$ cat src/rtl/pfx_pkg.sv
package pfx_pkg;
  typedef enum logic [2:0] {
    SEG_ES = 3'd0, SEG_CS = 3'd1, SEG_SS = 3'd2,
    SEG_DS = 3'd3, SEG_FS = 3'd4, SEG_GS = 3'd5
  } seg_e;

  typedef enum logic [1:0] {
    REP_NONE = 2'd0, REP_NE = 2'd1, REP_EQ = 2'd2
  } rep_e;

  typedef enum logic [1:0] {
    HINT_NONE = 2'd0, HINT_TAKEN = 2'd1, HINT_NOT = 2'd2
  } hint_e;

  typedef enum logic [2:0] {
    BK_OPC, BK_SEG, BK_OPSZ, BK_ADSZ, BK_LOCK, BK_REP
  } bkind_e;
endpackage

$ cat src/rtl/pfx_classify.sv
module pfx_classify
  import pfx_pkg::*;
(
  input  logic [7:0] byte_i,
  output bkind_e     kind,
  output seg_e       seg,
  output rep_e       rep,
  output logic       is_jcc,
  output logic       is_str
);
  always_comb begin
    kind = BK_OPC;
    seg  = SEG_DS;
    rep  = REP_NONE;
    unique case (byte_i)
      8'h26: begin kind = BK_SEG; seg = SEG_ES; end
      8'h2E: begin kind = BK_SEG; seg = SEG_CS; end
      8'h36: begin kind = BK_SEG; seg = SEG_SS; end
      8'h3E: begin kind = BK_SEG; seg = SEG_DS; end
      8'h64: begin kind = BK_SEG; seg = SEG_FS; end
      8'h65: begin kind = BK_SEG; seg = SEG_GS; end
      8'h66: kind = BK_OPSZ;
      8'h67: kind = BK_ADSZ;
      8'hF0: kind = BK_LOCK;
      8'hF2: begin kind = BK_REP; rep = REP_NE; end
      8'hF3: begin kind = BK_REP; rep = REP_EQ; end
      default: kind = BK_OPC;
    endcase
  end

  // short conditional jumps occupy one aligned block of sixteen codes
  assign is_jcc = (byte_i[7:4] == 4'h7);

  // string moves/compares, store/load/scan, and port string transfers
  assign is_str = (byte_i[7:2] == 6'b101001) ||
                  (byte_i >= 8'hAA && byte_i <= 8'hAF) ||
                  (byte_i[7:2] == 6'b011011);
endmodule

$ cat src/rtl/pfx_len_guard.sv
module pfx_len_guard #(
  parameter int MAX_LEN = 15,
  parameter int LEN_W   = $clog2(MAX_LEN + 2)
) (
  input  logic             clk,
  input  logic             rst,
  input  logic             clr,
  input  logic             step,
  output logic [LEN_W-1:0] cnt,
  output logic             fault
);
  localparam logic [LEN_W-1:0] SAT = LEN_W'(MAX_LEN + 1);

  logic [LEN_W-1:0] base, nxt;

  always_comb begin
    base = clr ? '0 : cnt;
    if (step && base != SAT) nxt = base + 1'b1;
    else                     nxt = base;
  end

  always_ff @(posedge clk) begin
    if (rst) begin
      cnt   <= '0;
      fault <= 1'b0;
    end else begin
      cnt   <= nxt;
      fault <= (nxt > LEN_W'(MAX_LEN));
    end
  end
endmodule

$ cat src/rtl/pfx_scan.sv
module pfx_scan #(
  parameter int MAX_LEN = 15,
  parameter int LEN_W   = $clog2(MAX_LEN + 2)
) (
  input  logic             clk,
  input  logic             rst,
  input  logic             in_valid,
  input  logic [7:0]       in_byte,
  output logic             in_ready,
  input  logic             insn_end,
  output logic [2:0]       seg_src,
  output logic [2:0]       seg_dst,
  output logic             seg_ovr,
  output logic             opsz_flip,
  output logic             adsz_flip,
  output logic             lock_flag,
  output logic [1:0]       rep_mode,
  output logic [1:0]       br_hint,
  output logic             opc_valid,
  output logic [LEN_W-1:0] opc_idx,
  output logic [7:0]       opc_byte,
  output logic             len_fault
);
  import pfx_pkg::*;

  bkind_e           c_kind;
  seg_e             c_seg;
  rep_e             c_rep;
  logic             c_jcc, c_str;
  logic [LEN_W-1:0] len_cnt;
  logic             fault_q;

  seg_e  ovr_seg_q;
  rep_e  rep_q;
  hint_e hint_q;
  logic  ovr_q, opsz_q, adsz_q, lock_q, opcv_q, str_q;
  logic [LEN_W-1:0] idx_q;
  logic [7:0]       opb_q;

  logic             accept, scanning, base_ovr;
  logic [LEN_W-1:0] base_cnt;

  pfx_classify u_cls (
    .byte_i (in_byte),
    .kind   (c_kind),
    .seg    (c_seg),
    .rep    (c_rep),
    .is_jcc (c_jcc),
    .is_str (c_str)
  );

  pfx_len_guard #(.MAX_LEN(MAX_LEN), .LEN_W(LEN_W)) u_len (
    .clk   (clk),
    .rst   (rst),
    .clr   (insn_end),
    .step  (accept),
    .cnt   (len_cnt),
    .fault (fault_q)
  );

  assign in_ready = ~fault_q;
  assign accept   = in_valid & in_ready;
  assign scanning = insn_end | ~opcv_q;
  assign base_ovr = ovr_q & ~insn_end;
  assign base_cnt = insn_end ? '0 : len_cnt;

  always_ff @(posedge clk) begin
    if (rst) begin
      ovr_q <= 1'b0; ovr_seg_q <= SEG_DS; opsz_q <= 1'b0; adsz_q <= 1'b0;
      lock_q <= 1'b0; rep_q <= REP_NONE; hint_q <= HINT_NONE;
      opcv_q <= 1'b0; idx_q <= '0; opb_q <= '0; str_q <= 1'b0;
    end else begin
      if (insn_end) begin
        ovr_q <= 1'b0; ovr_seg_q <= SEG_DS; opsz_q <= 1'b0; adsz_q <= 1'b0;
        lock_q <= 1'b0; rep_q <= REP_NONE; hint_q <= HINT_NONE;
        opcv_q <= 1'b0; idx_q <= '0; opb_q <= '0; str_q <= 1'b0;
      end
      if (accept && scanning) begin
        unique case (c_kind)
          BK_SEG:  begin ovr_q <= 1'b1; ovr_seg_q <= c_seg; end
          BK_OPSZ: opsz_q <= 1'b1;
          BK_ADSZ: adsz_q <= 1'b1;
          BK_LOCK: lock_q <= 1'b1;
          BK_REP:  rep_q  <= c_rep;
          default: begin
            opcv_q <= 1'b1;
            opb_q  <= in_byte;
            idx_q  <= base_cnt;
            str_q  <= c_str;
            if (c_jcc && base_ovr && ovr_seg_q == SEG_DS) begin
              hint_q <= HINT_TAKEN;
              ovr_q  <= 1'b0;
            end else if (c_jcc && base_ovr && ovr_seg_q == SEG_CS) begin
              hint_q <= HINT_NOT;
              ovr_q  <= 1'b0;
            end
          end
        endcase
      end
    end
  end

  assign seg_ovr   = ovr_q;
  assign seg_src   = ovr_q ? ovr_seg_q : SEG_DS;
  assign seg_dst   = str_q ? SEG_ES : seg_src;
  assign opsz_flip = opsz_q;
  assign adsz_flip = adsz_q;
  assign lock_flag = lock_q;
  assign rep_mode  = rep_q;
  assign br_hint   = hint_q;
  assign opc_valid = opcv_q;
  assign opc_idx   = idx_q;
  assign opc_byte  = opb_q;
  assign len_fault = fault_q;
endmodule

$ cat config.mk
export PLATFORM = sky130hd
export DESIGN_NAME = pfx_scan
export DESIGN_NICKNAME = d
export VERILOG_FILES = /design/src/rtl/pfx_pkg.sv /design/src/rtl/pfx_classify.sv /design/src/rtl/pfx_len_guard.sv /design/src/rtl/pfx_scan.sv
export SDC_FILE = /design/constraint.sdc
export NUM_CORES = 1
export LEC_CHECK = 0
export BUFFER_PORTS_ARGS = -buffer_cell sky130_fd_sc_hd__buf_2
export CORE_MARGIN = 2
export CORE_UTILIZATION = 54
export CTS_BUF_LIST = sky130_fd_sc_hd__clkbuf_8
export CTS_CLUSTER_DIAMETER = 60
export DETAILED_ROUTE_END_ITERATION = 7
export HOLD_SLACK_MARGIN = 0.1
export PLACE_DENSITY = 0.91
export SYNTH_ARGS = -nofsm -noshare
export SYNTH_HDL_FRONTEND = slang
export SYNTH_HIERARCHICAL = 1
export SYNTH_SLANG_ARGS = --single-unit
$ cat constraint.sdc
create_clock -name clk -period 2.4 [get_ports clk]
set_input_delay 0.24 -clock clk [delete_from_list [all_inputs] [get_ports clk]]
set_output_delay 0.24 -clock clk [all_outputs]
set_load 0.05 [all_outputs]
# Yosys cells after proc, flatten, opt, wreduce, memory -nomap -nowiden
# Index checks and enable logic that the tools add are counted.
[word_totals]
input_bits = 12
word_cells = 101
ff_bits = 32
out_inout_bits = 30
[classes]
n_eq_ne = 22
n_mux = 44
reduce_logical = 12
magnitude_cmp = 3
n_addsub = 1
n_bitwise = 6
[op_table]
columns = ["cell", "count"]
rows = [
  ["$eq 8x6->1 const B", 4],
  ["$eq 8x7->1 const B", 4],
  ["$pmux 3 s5", 2],
  ["$mux 5", 5],
  ["$eq 8x8->1 const B", 3],
  ["$mux 8", 3],
  ["$mux 1", 19],
  ["$mux 2", 8],
  ["$mux 3", 5],
  ["$eq 3x2->1 const B", 3],
  ["$ge 8x8->1 const B", 1],
  ["$le 8x8->1 const B", 1],
  ["$eq 3x1->1 const B", 2],
  ["$eq 3x3->1 const B", 2],
  ["$eq 6x5->1 const B", 1],
  ["$eq 6x6->1 const B", 1],
  ["$logic_and 1x1->1", 6],
  ["$reduce_or 6->1", 1],
  ["$add 5x1->5 const B", 1],
  ["$gt 5x4->1 const B", 1],
  ["$ne 5x5->1 const B", 1],
  ["$reduce_or 5->1", 1],
  ["$eq 4x3->1 const B", 1],
  ["$pmux 2 s2", 1],
  ["other kinds (7)", 11],
]

# Longest topological paths before layout
# Gate-level depths: netlist (run 1).
[logic_depth]
word_depth = 8
mapped_depth = 8
mapped_depth_nobuf = 7

# Modules after synthesis
# The synthesis (run 1) kept the hierarchy.
[modules_own_cells]
columns = ["module", "seq_area_each_um2", "n_inst", "cells_per_inst", "area_per_inst_um2"]
rows = [
  ["pfx_scan", 520.5, 1, 137, 1133.6],
  ["pfx_len_guard", 120.1, 1, 36, 325.3],
  ["pfx_classify", 0.0, 1, 25, 191.4],
]

# Least setup slack after synthesis (run 1)
# OpenSTA, ideal clock, no wires.
[synth_path]
kind = "flip-flop to output port"
start = "register ovr_q (netlist: seg_ovr)"
end = "output seg_dst[2]"
path_stages_with_launch = 3
arrival_ns = 1.972
required_ns = 2.160
n_path_buf = 0
slack_ns = 0.188
path_cell_list = "dfxtp_1 -> and2_1 -> nor2b_1"
[synth_between]
elab_chain_len = 2
[synth_lines]
columns = ["item", "line_no", "rtl"]
rows = [
  ["start: declaration", "pfx_scan.sv:36", "logic ovr_q, opsz_q, adsz_q, lock_q, opcv_q, str_q;"],
  ["start signal: assignment", "pfx_scan.sv:69", "ovr_q <= 1'b0; ovr_seg_q <= SEG_DS; opsz_q <= 1'b0; adsz_q <= 1'b0;"],
  ["start signal: assignment", "pfx_scan.sv:74", "ovr_q <= 1'b0; ovr_seg_q <= SEG_DS; opsz_q <= 1'b0; adsz_q <= 1'b0;"],
  ["start signal: assignment", "pfx_scan.sv:80", "BK_SEG: begin ovr_q <= 1'b1; ovr_seg_q <= c_seg; end"],
  ["$mux 3", "pfx_scan.sv:104", "assign seg_src = ovr_q ? ovr_seg_q : SEG_DS;"],
  ["net seg_src[2]", "pfx_scan.sv:11", "output logic [2:0] seg_src,"],
  ["$mux 3", "pfx_scan.sv:105", "assign seg_dst = str_q ? SEG_ES : seg_src;"],
  ["end: declaration", "pfx_scan.sv:12", "output logic [2:0] seg_dst,"],
]
# The timed path passes the listed nets, and every way through them passes these cells.

# Worst setup path after layout (run 1)
[layout_path]
start = "input in_byte[7]"
end = "register hint_q[1] (netlist: br_hint[1])"
[layout_between]
elab_chain_len = 7
elab_cells_between_ends = 28
classes_between = "eq/ne: 17; mux: 5; reduce/logical: 6"
[layout_lines]
columns = ["item", "line_no", "rtl"]
rows = [
  ["start: declaration", "pfx_scan.sv:8", "input logic [7:0] in_byte,"],
  ["$eq 8x6->1, or another cell as far along", "pfx_classify.sv:15", "unique case (byte_i)"],
  ["$reduce_or 6->1 (no source line) or $reduce_or 2->1 (tied branches)", "-", ""],
  ["$pmux 3 s5 (*)", "pfx_classify.sv:15", ""],
  ["net c_kind[1]", "pfx_scan.sv:26", "bkind_e c_kind;"],
  ["$eq 3x3->1, or another cell as far along", "pfx_scan.sv:79", "unique case (c_kind)"],
  ["$reduce_or 5->1 (no source line) (*)", "-", ""],
  ["$mux 2 (*)", "pfx_scan.sv:79", ""],
  ["$mux 2 (*)", "pfx_scan.sv:78", "if (accept && scanning) begin"],
  ["end signal: assignment", "pfx_scan.sv:75", "lock_q <= 1'b0; rep_q <= REP_NONE; hint_q <= HINT_NONE;"],
  ["end signal: assignment", "pfx_scan.sv:91", "hint_q <= HINT_TAKEN;"],
  ["end signal: assignment", "pfx_scan.sv:94", "hint_q <= HINT_NOT;"],
  ["end: declaration", "pfx_scan.sv:35", "hint_e hint_q;"],
]
# The timed path passes the listed nets; every way through them passes the cells marked *.
# A chain may end at the register's enable or synchronous reset.

==> results_dict.tcl, run 1 <==
set metrics [dict create \
    ys_ff_latch 32 \
    finClkSkew_ps 3.699 \
    core_area_mm2 0.002978 \
    die_h_um 59.28 \
    firstDrtPassIters 4 \
    insertion_delay_ps 290 \
    via_per_inst 5.671 \
    drt_iter0_drc 57 \
    rsz0062_at_grt "no" \
    p_int_uw 894.1 \
    crit_start "in_byte[7]" \
    grt_pass1_vias 1472 \
    worstMarginPinSlew_ps 661.7 \
    fin_nets 257 \
    cts_tree "built" \
    layout_setup_ws_ps 335.8 \
    track_usage 0.2457 \
    cp.arrival_ps 2240 \
    grt_pass1_wl_mm 6.492 \
    period_share 0.8601 \
    wl_mm 3.748 \
    synthCells 198 \
    grt-ovfl-total 0 \
    synth_area_leaders "dfxtp_1, a21oi_1, nand2_1" \
    yosysSeqAreaShare 0.3882 \
    synth.most_common_cell "dfxtp_1" \
    ys_types 43 \
    syn_nets 212 \
    chipWidth_um 59.28 \
    leakage_uw 0.0008581 \
    yosysWarnings 6 \
    avgSynthCellArea_um2 8.335 \
    worstSetupPathType "input port to flip-flop" \
    vdd_ir_drop_max_mv 0.5326 \
    post_cts_buffers 0 \
    swShare 0.2614 \
    yosys_most_used_dff "dfxtp_1" \
    num_vias 1571 \
    max-cap-violations 0 \
    antenna_found_initial 0 \
    pre_cts_ws_ps 55.52 \
    max_slew_margin 0.5548 \
    rr_worst_depth 6 \
    ant_nets 0 \
    finalHoldViolations 0 \
    end_kind "flip-flop" \
    rows 20 \
    endpoint "br_hint[1]$_SDFF_PP0_" \
    setup_viol 0 \
    cts_root_buf "clkbuf_8" \
    hold_buffers 0 \
    status "complete, no violations" \
    switchingPower_uw 316.4 \
    fp.dieArea_mm2 0.003514 \
    hold_class "input port to flip-flop" \
    io-pin-count 42 \
    tns_ps 0 \
    max-clock-path-buffers 2 \
    grt_max_degree 33 \
    cts.clk_slew.worst_paths_ps 70 \
    fmax_ghz 0.4845 \
    r2r-start "u_len/cnt[0]$_SDFF_PP0_" \
    post-route-min-period_ps 2064 \
    yosys.area.top_type "dfxtp_1" \
    worst-path-max-fanout 7 \
    r2r-end "u_len/cnt[0]$_SDFF_PP0_" \
    dp_hpwl_mm 2.586 \
    initial_core_util 0.5542 \
    cp.required_ps 2580 \
    syn2layout_area_growth_pct 21.76 \
    slew_violations 0 \
    power_density_mw_per_mm2 602.4 \
    htreeDepth 2 \
    routedWlPerCell_um 13.53 \
    diodes 0 \
    route.detailed.drc 0 \
    yosys-top-cells-count "dfxtp_1, nand2_1, a21oi_1" \
    synth_area_mm2 0.001650 \
    drive_above_1_share 0.2746 \
    cts_resized 0 \
    power_frac_seq 0.454 \
    combPwrFrac 0.123 \
    cts_made_buffers 5 \
    gp_congestion 0.9088 \
    synth-edff-count 0 \
    synth_top_area_frac 0.3882 \
    cts_sinks 32 \
    start_kind "input port" \
    portBuffers 41 \
    clkPwrFrac 0.423 \
    synthArstFlopShare 0 \
    reg2reg_slack_ps 740 \
]
[power by group through the flow]
stage	combinational, µW	clock [µW]	sequential (µW)
after floorplan	68.3	0	592
after global placement	145	0	560
after detailed placement	147	0	561
after CTS	148	520	549
after global routing	163	544	551
final	149	513	549
[flip-flops by register name, summed over array words and instances, names as in the netlist]
| signal | cells |
|---|---|
| adsz_flip | 1 |
| br_hint | 2 |
| lock_flag | 1 |
| opc_byte | 8 |
| opc_idx | 5 |
| opc_valid | 1 |
| opsz_flip | 1 |
| ovr_seg_q | 3 |
| rep_mode | 2 |
| seg_ovr | 1 |
| str_q | 1 |
| u_len/cnt | 5 |
| u_len/fault | 1 |
[layout make-up]
type,count,area [µm²]
tap,33,41.29
sequential,32,640.6
multi-input combinational,148,939.7
fill,246,968.4
inverter,11,41.29
clock inverter,3,42.54
timing repair buffer,45,235.2
clock buffer,5,68.82
[metal layers]
metal  global-route usage  wire length (µm)
met1               0.3091              1738
met2               0.4019              1732
met3              0.07642               213
met4              0.07468                64
met5                    0                 0
[worst min path at each step]
stage	start	to	slack, ps	cells after the start
final	in_byte[4]	opc_byte[4]$_SDFF_PP0_	220	3
after global routing	in_byte[4]	opc_byte[4]$_SDFF_PP0_	240	3
after CTS	in_byte[4]	opc_byte[4]$_SDFF_PP0_	220	3
after detailed placement	opc_idx[1]$_SDFF_PP0_	opc_idx[1]$_SDFF_PP0_	440	2
after global placement	opc_idx[1]$_SDFF_PP0_	opc_idx[1]$_SDFF_PP0_	440	2
after floorplan	rst	u_len/cnt[1]$_SDFF_PP0_	310	1
[metrics by stage]
| step | utilization | std cells | cell area [µm²] | hold slack [ps] | power (µW) |
|---|---|---|---|---|---|
| 6_report | 0.6748 | 277 | 2009 | 220.9 | 1211 |
| 5_1_grt | 0.6748 | 277 | 2009 | 235.2 | 1257 |
| 4_1_cts | 0.6748 | 277 | 2009 | 218.4 | 1217 |
| 3_5_place_dp | 0.6374 | 269 | 1898 | 444.8 | 707.7 |
| 2_1_floorplan | - | 198 | 1650 | 309.1 | 660.1 |
| 3_3_place_gp | 0.6374 | 269 | 1898 | 442.2 | 705.1 |
[worst max-delay path: stages]
cell	delay (ps)
buf_2	140
nand3b_1	200
nor4_1	580
nand2_1	190
a211o_1	310
or4_4	440
mux2i_1	130
[logic make-up (layout without fill, tap and decap cells)]
group	count (synthesis)	in the layout	synth area share
flip-flops	32	32	0.3882
multiplexers	6	6	0.03639
XOR/XNOR	2	2	0.01062
AND/OR/NAND/NOR	102	102	0.3745
buffers and inverters	18	64	0.04246
adder cells (fa/ha/maj)	2	2	0.01516
AO/OA/AOI/OAI	36	36	0.1327
[placed cells by master (no fill, tap or decap), types with 4 or more instances in the layout]
cell type and count:
nand2_1 25, nand2b_1 8, mux2i_1 6, nor2b_1 13, clkbuf_8 5, nor2_1 14
inv_1 10, nand3b_1 12, buf_2 41, buf_4 4, a21oi_1 22, dfxtp_1 32
nand4_1 5, nor3_1 5
Power figures use the tool's default switching activity.
==> run 2, diff against run 1 <==
- CTS_CLUSTER_SIZE: default -> 14
- clock period: 2.4 -> 2.36 ns (I/O delays scaled with it)
==> run 2 against run 1 <==
Net effect:
- global-route usage decreased by 1.4 points
- die area unchanged
- routed wire length decreased by 2.7%
- worst hold slack worse by 14 ps
- combinational power is 3% higher
- first-iteration DRC count is 21% lower
- sequential power up 2%
- critical path type unchanged
- core utilization up 0.76 points
- register-to-register slack lost 20 ps
- sequential cell count did not move
- final area is 1.1% higher
- worst setup slack improved by 10 ps
==> results_dict.tcl, run 2 (synthesized netlist as in run 1, its figures left out) <==
set metrics [dict create \
    fmax_ghz 0.4965 \
    track_usage 0.2321 \
    hold_buffers 0 \
    start_kind "input port" \
    portBuffers 41 \
    grt_pass1_vias 1364 \
    place_area_mm2 0.001921 \
    finalPower_uw 1237 \
    die_h_um 59.28 \
    fp.dieArea_mm2 0.003514 \
    num_vias 1580 \
    via_per_inst 5.643 \
    worstMarginPinSlew_ps 503.2 \
    rows 20 \
    largest_reg_flops 8 \
    reg2reg_slack_ps 720 \
    gp_congestion 0.9328 \
    r2r-start "u_len/cnt[0]$_SDFF_PP0_" \
    dp_hpwl_mm 2.540 \
    cts_root_buf "clkbuf_8" \
    wl_mm 3.645 \
    status "complete, no violations" \
    worst-path-max-fanout 7 \
    cts_tree "built" \
    firstDrtPassIters 4 \
    max_slew_margin 0.6645 \
    final_util 0.6824 \
    insertion_delay_ps 290 \
    period_share 0.8534 \
    drive_above_1_share 0.2834 \
    io-pin-count 42 \
    cts_resized 0 \
    tns_ps 0 \
    drt_iter0_drc 45 \
    dp.cells 272 \
    vdd_ir_drop_max_mv 0.4548 \
    hold_class "input port to flip-flop" \
    end_kind "flip-flop" \
    cp.arrival_ps 2200 \
    post-route-min-period_ps 2014 \
    final_common_cell "buf_2" \
    grt-ovfl-total 0 \
    cts_made_buffers 5 \
    diodes 0 \
    max-clock-path-buffers 2 \
    endpoint "br_hint[1]$_SDFF_PP0_" \
    htreeDepth 2 \
    fin_cells 280 \
    worstSetupPathType "input port to flip-flop" \
    cts.clk_slew.worst_paths_ps 70 \
    rr_worst_depth 6 \
    routedWlPerCell_um 13.02 \
    finalHoldViolations 0 \
    cp.required_ps 2540 \
    antenna_found_initial 0 \
    syn2layout_area_growth_pct 23.12 \
    slew_violations 0 \
    initial_core_util 0.5542 \
    cts_sinks 32 \
    power_density_mw_per_mm2 608.7 \
    crit_start "in_byte[7]" \
    finClkSkew_ps 4.699 \
    chipWidth_um 59.28 \
    ant_nets 0 \
    post_cts_buffers 0 \
    rsz0062_at_grt "no" \
    leakage_uw 0.0008725 \
    fin_nets 260 \
    grt_max_degree 30 \
    r2r-end "u_len/cnt[0]$_SDFF_PP0_" \
    route.detailed.drc 0 \
    max-cap-violations 0 \
    fin_area_mm2 0.002032 \
    grt_pass1_wl_mm 6.058 \
    core_area_mm2 0.002978 \
    mostFrequentLayoutCells "buf_2, dfxtp_1, nand2_1" \
    setup_viol 0 \
]
[run 2: cell count changes in the layout (fill, tap and decap cells not counted)]
cell | previous run | this run
buf_4 | 4 | 7
[run 2: final cells by class]
cell class | instances | area (µm²)
inverters | 11 | 41.29
repair buffers | 48 | 257.7
well taps | 33 | 41.29
multi-input cells | 148 | 939.7
flip-flops and latches | 32 | 640.6
clock inverters | 3 | 42.54
clock buffers | 5 | 68.82
fillers | 260 | 945.9
[run 2: worst max-delay path, cell delays in order]
cell and delay, ps:
buf_2 140, nand3b_1 170, nor3_1 80, a221o_1 330, or3_4 350, a211o_1 310, or4_4 440, mux2i_1 130
[run 2: metal layers]
layer | share of wire | track usage
met5 | 0 | 0
met4 | 0.018 | 0.1039
met3 | 0.068 | 0.06769
met2 | 0.46 | 0.3485
met1 | 0.46 | 0.3078
[run 2: stage by stage]
step	worst slack (ps)	hold WS, ps
5_1_grt	279.7	213.6
6_report	346.0	206.9
3_5_place_dp	71.37	445.3
2_1_floorplan	151.8	305.1
4_1_cts	374.5	199.9
3_3_place_gp	118.7	442.2
[run 2: report_power, final]
part / switching (µW) / internal [µW]
Sequential: 6.69 / 551
Clock: 214 / 312
Combinational: 105 / 47.1
[run 2: worst min-delay path by stage]
| stage | start | end | depth (start not counted) |
|---|---|---|---|
| CTS | in_byte[4] | opc_byte[4]$_SDFF_PP0_ | 3 |
| detailed placement | opc_idx[0]$_SDFF_PP0_ | opc_idx[0]$_SDFF_PP0_ | 2 |
| floorplan | rst | u_len/cnt[1]$_SDFF_PP0_ | 1 |
| global route | in_byte[4] | opc_byte[4]$_SDFF_PP0_ | 3 |
| global placement | opc_idx[1]$_SDFF_PP0_ | opc_idx[1]$_SDFF_PP0_ | 2 |
| finish | in_byte[4] | opc_byte[4]$_SDFF_PP0_ | 3 |
==> run 3, diff against run 2 <==
- BUFFER_PORTS_ARGS: -buffer_cell sky130_fd_sc_hd__buf_2 -> -buffer_cell sky130_fd_sc_hd__clkbuf_2
==> run 3 against run 2 <==
Net effect:
- die area stayed put
- sequential cell count unchanged
- worst hold slack better by 11 ps
- routed wire length increased by 0.71%
- critical path depth is the same
- register-to-register slack lost 40 ps
- total power down 0.56%
- combinational power about the same
- final area unchanged
==> results_dict.tcl, run 3 (synthesized netlist as in run 1, its figures left out) <==
set metrics [dict create \
    status "complete, no violations" \
    diodes 0 \
    dp.cells 272 \
    cts_sinks 32 \
    multiInputGateArea_um2 939.7 \
    core_area_mm2 0.002978 \
    die_h_um 59.28 \
    worstSetupPathType "input port to flip-flop" \
    vdd_ir_drop_max_mv 0.5639 \
    fin_cells 280 \
    leakage_uw 0.0008617 \
    clkPwrFrac 0.420 \
    portBuffers 41 \
    io-pin-count 42 \
    finalHoldViolations 0 \
    cts_made_buffers 5 \
    cp.required_ps 2540 \
    cts_tree "built" \
    fp.dieArea_mm2 0.003514 \
    final_common_cell "clkbuf_2" \
    syn2layout_area_growth_pct 23.12 \
    worst-path-max-fanout 7 \
    tns_ps 0 \
    power_density_mw_per_mm2 605.3 \
    slew_violations 0 \
    cts_resized 0 \
    swShare 0.2590 \
    mostFrequentLayoutCells "clkbuf_2, dfxtp_1, nand2_1" \
    initial_core_util 0.5542 \
    worstMarginPinSlew_ps 573.5 \
    drt_iter0_drc 49 \
    route.detailed.drc 0 \
    cts_root_buf "clkbuf_8" \
    combPwrFrac 0.125 \
    htreeDepth 2 \
    max-cap-violations 0 \
    seq_area_um2 640.6 \
    switchingPower_uw 318.5 \
    gp_congestion 0.9100 \
    antenna_found_initial 0 \
    cp.arrival_ps 2210 \
    hold_buffers 0 \
    finClkSkew_ps 3.894 \
    post_cts_buffers 0 \
    chipWidth_um 59.28 \
    dp_hpwl_mm 2.639 \
    grt_pass1_vias 1400 \
    rows 20 \
    start_kind "input port" \
    post-route-min-period_ps 2035 \
    period_share 0.8623 \
    grt_max_degree 30 \
    end_kind "flip-flop" \
    via_per_inst 5.700 \
    power_frac_seq 0.455 \
    p_int_uw 911.5 \
    setup_viol 0 \
    max_slew_margin 0.6176 \
    drive_above_1_share 0.2834 \
    fin_nets 260 \
    grt_pass1_wl_mm 6.223 \
    num_vias 1596 \
    cts.clk_slew.worst_paths_ps 70 \
    routedWlPerCell_um 13.11 \
    hold_class "input port to flip-flop" \
    track_usage 0.2344 \
    largest_reg_flops 8 \
    fill_cells 232 \
    firstDrtPassIters 4 \
    ant_nets 0 \
    fmax_ghz 0.4914 \
    max-clock-path-buffers 2 \
    wl_mm 3.671 \
    grt-ovfl-total 0 \
    rsz0062_at_grt "no" \
    insertion_delay_ps 280 \
]
run 3: path summary, 6_finish.rpt:
check             cells past startpoint                    start                      end  slack [ps]
setup / recovery                      8               in_byte[6]    br_hint[1]$_SDFF_PP0_         330
hold reg to reg                       2    opc_idx[1]$_SDFF_PP0_    opc_idx[1]$_SDFF_PP0_         460
hold / removal                        3               in_byte[7]   opc_byte[7]$_SDFF_PP0_         220
setup reg to reg                      6  u_len/cnt[0]$_SDFF_PP0_  u_len/cnt[0]$_SDFF_PP0_         680
run 3: final cells by class:
cell class | count | area share
multi-input cells | 148 | 0.4624
repair buffers | 48 | 0.1268
inverters | 11 | 0.02032
flip-flops and latches | 32 | 0.3153
well taps | 33 | 0.02032
clock inverters | 3 | 0.02094
clock buffers | 5 | 0.03387
run 3: power groups by stage:
stage / Clock, µW / Sequential [µW] / Combinational [µW]
5_1_grt: 550 / 561 / 168
2_1_floorplan: 0 / 602 / 69.5
4_1_cts: 524 / 559 / 153
6_report: 517 / 559 / 154
3_5_place_dp: 0 / 571 / 152
3_3_place_gp: 0 / 570 / 150
run 3: metrics by stage:
| step | utilization | instance area, µm² | setup slack [ps] | hold WS, ps | total power [µW] |
|---|---|---|---|---|---|
| 2_1_floorplan | - | 1650 | 151.8 | 305.1 | 671.3 |
| 3_3_place_gp | 0.6450 | 1921 | 103.8 | 443.3 | 720.1 |
| 3_5_place_dp | 0.6450 | 1921 | 43.83 | 450.7 | 723.2 |
| 4_1_cts | 0.6824 | 2032 | 345.1 | 213.9 | 1236 |
| 5_1_grt | 0.6824 | 2032 | 245.3 | 229.7 | 1279 |
| 6_report | 0.6824 | 2032 | 325.0 | 217.5 | 1230 |
run 3: worst max-delay path: stages:
cell and delay [ps]:
clkbuf_2 130, nand3b_1 190, nor3_1 80, a221o_1 330
or3_4 340, a211o_1 320, or4_4 440, mux2i_1 140
run 3: per-layer routing:
metal  vias up  track usage  share of wire
met5         -            0              0
met4         0      0.07468         0.0087
met3         3      0.07424          0.074
met2        60       0.3579           0.46
met1       750       0.3146           0.46
li1        783            -              -
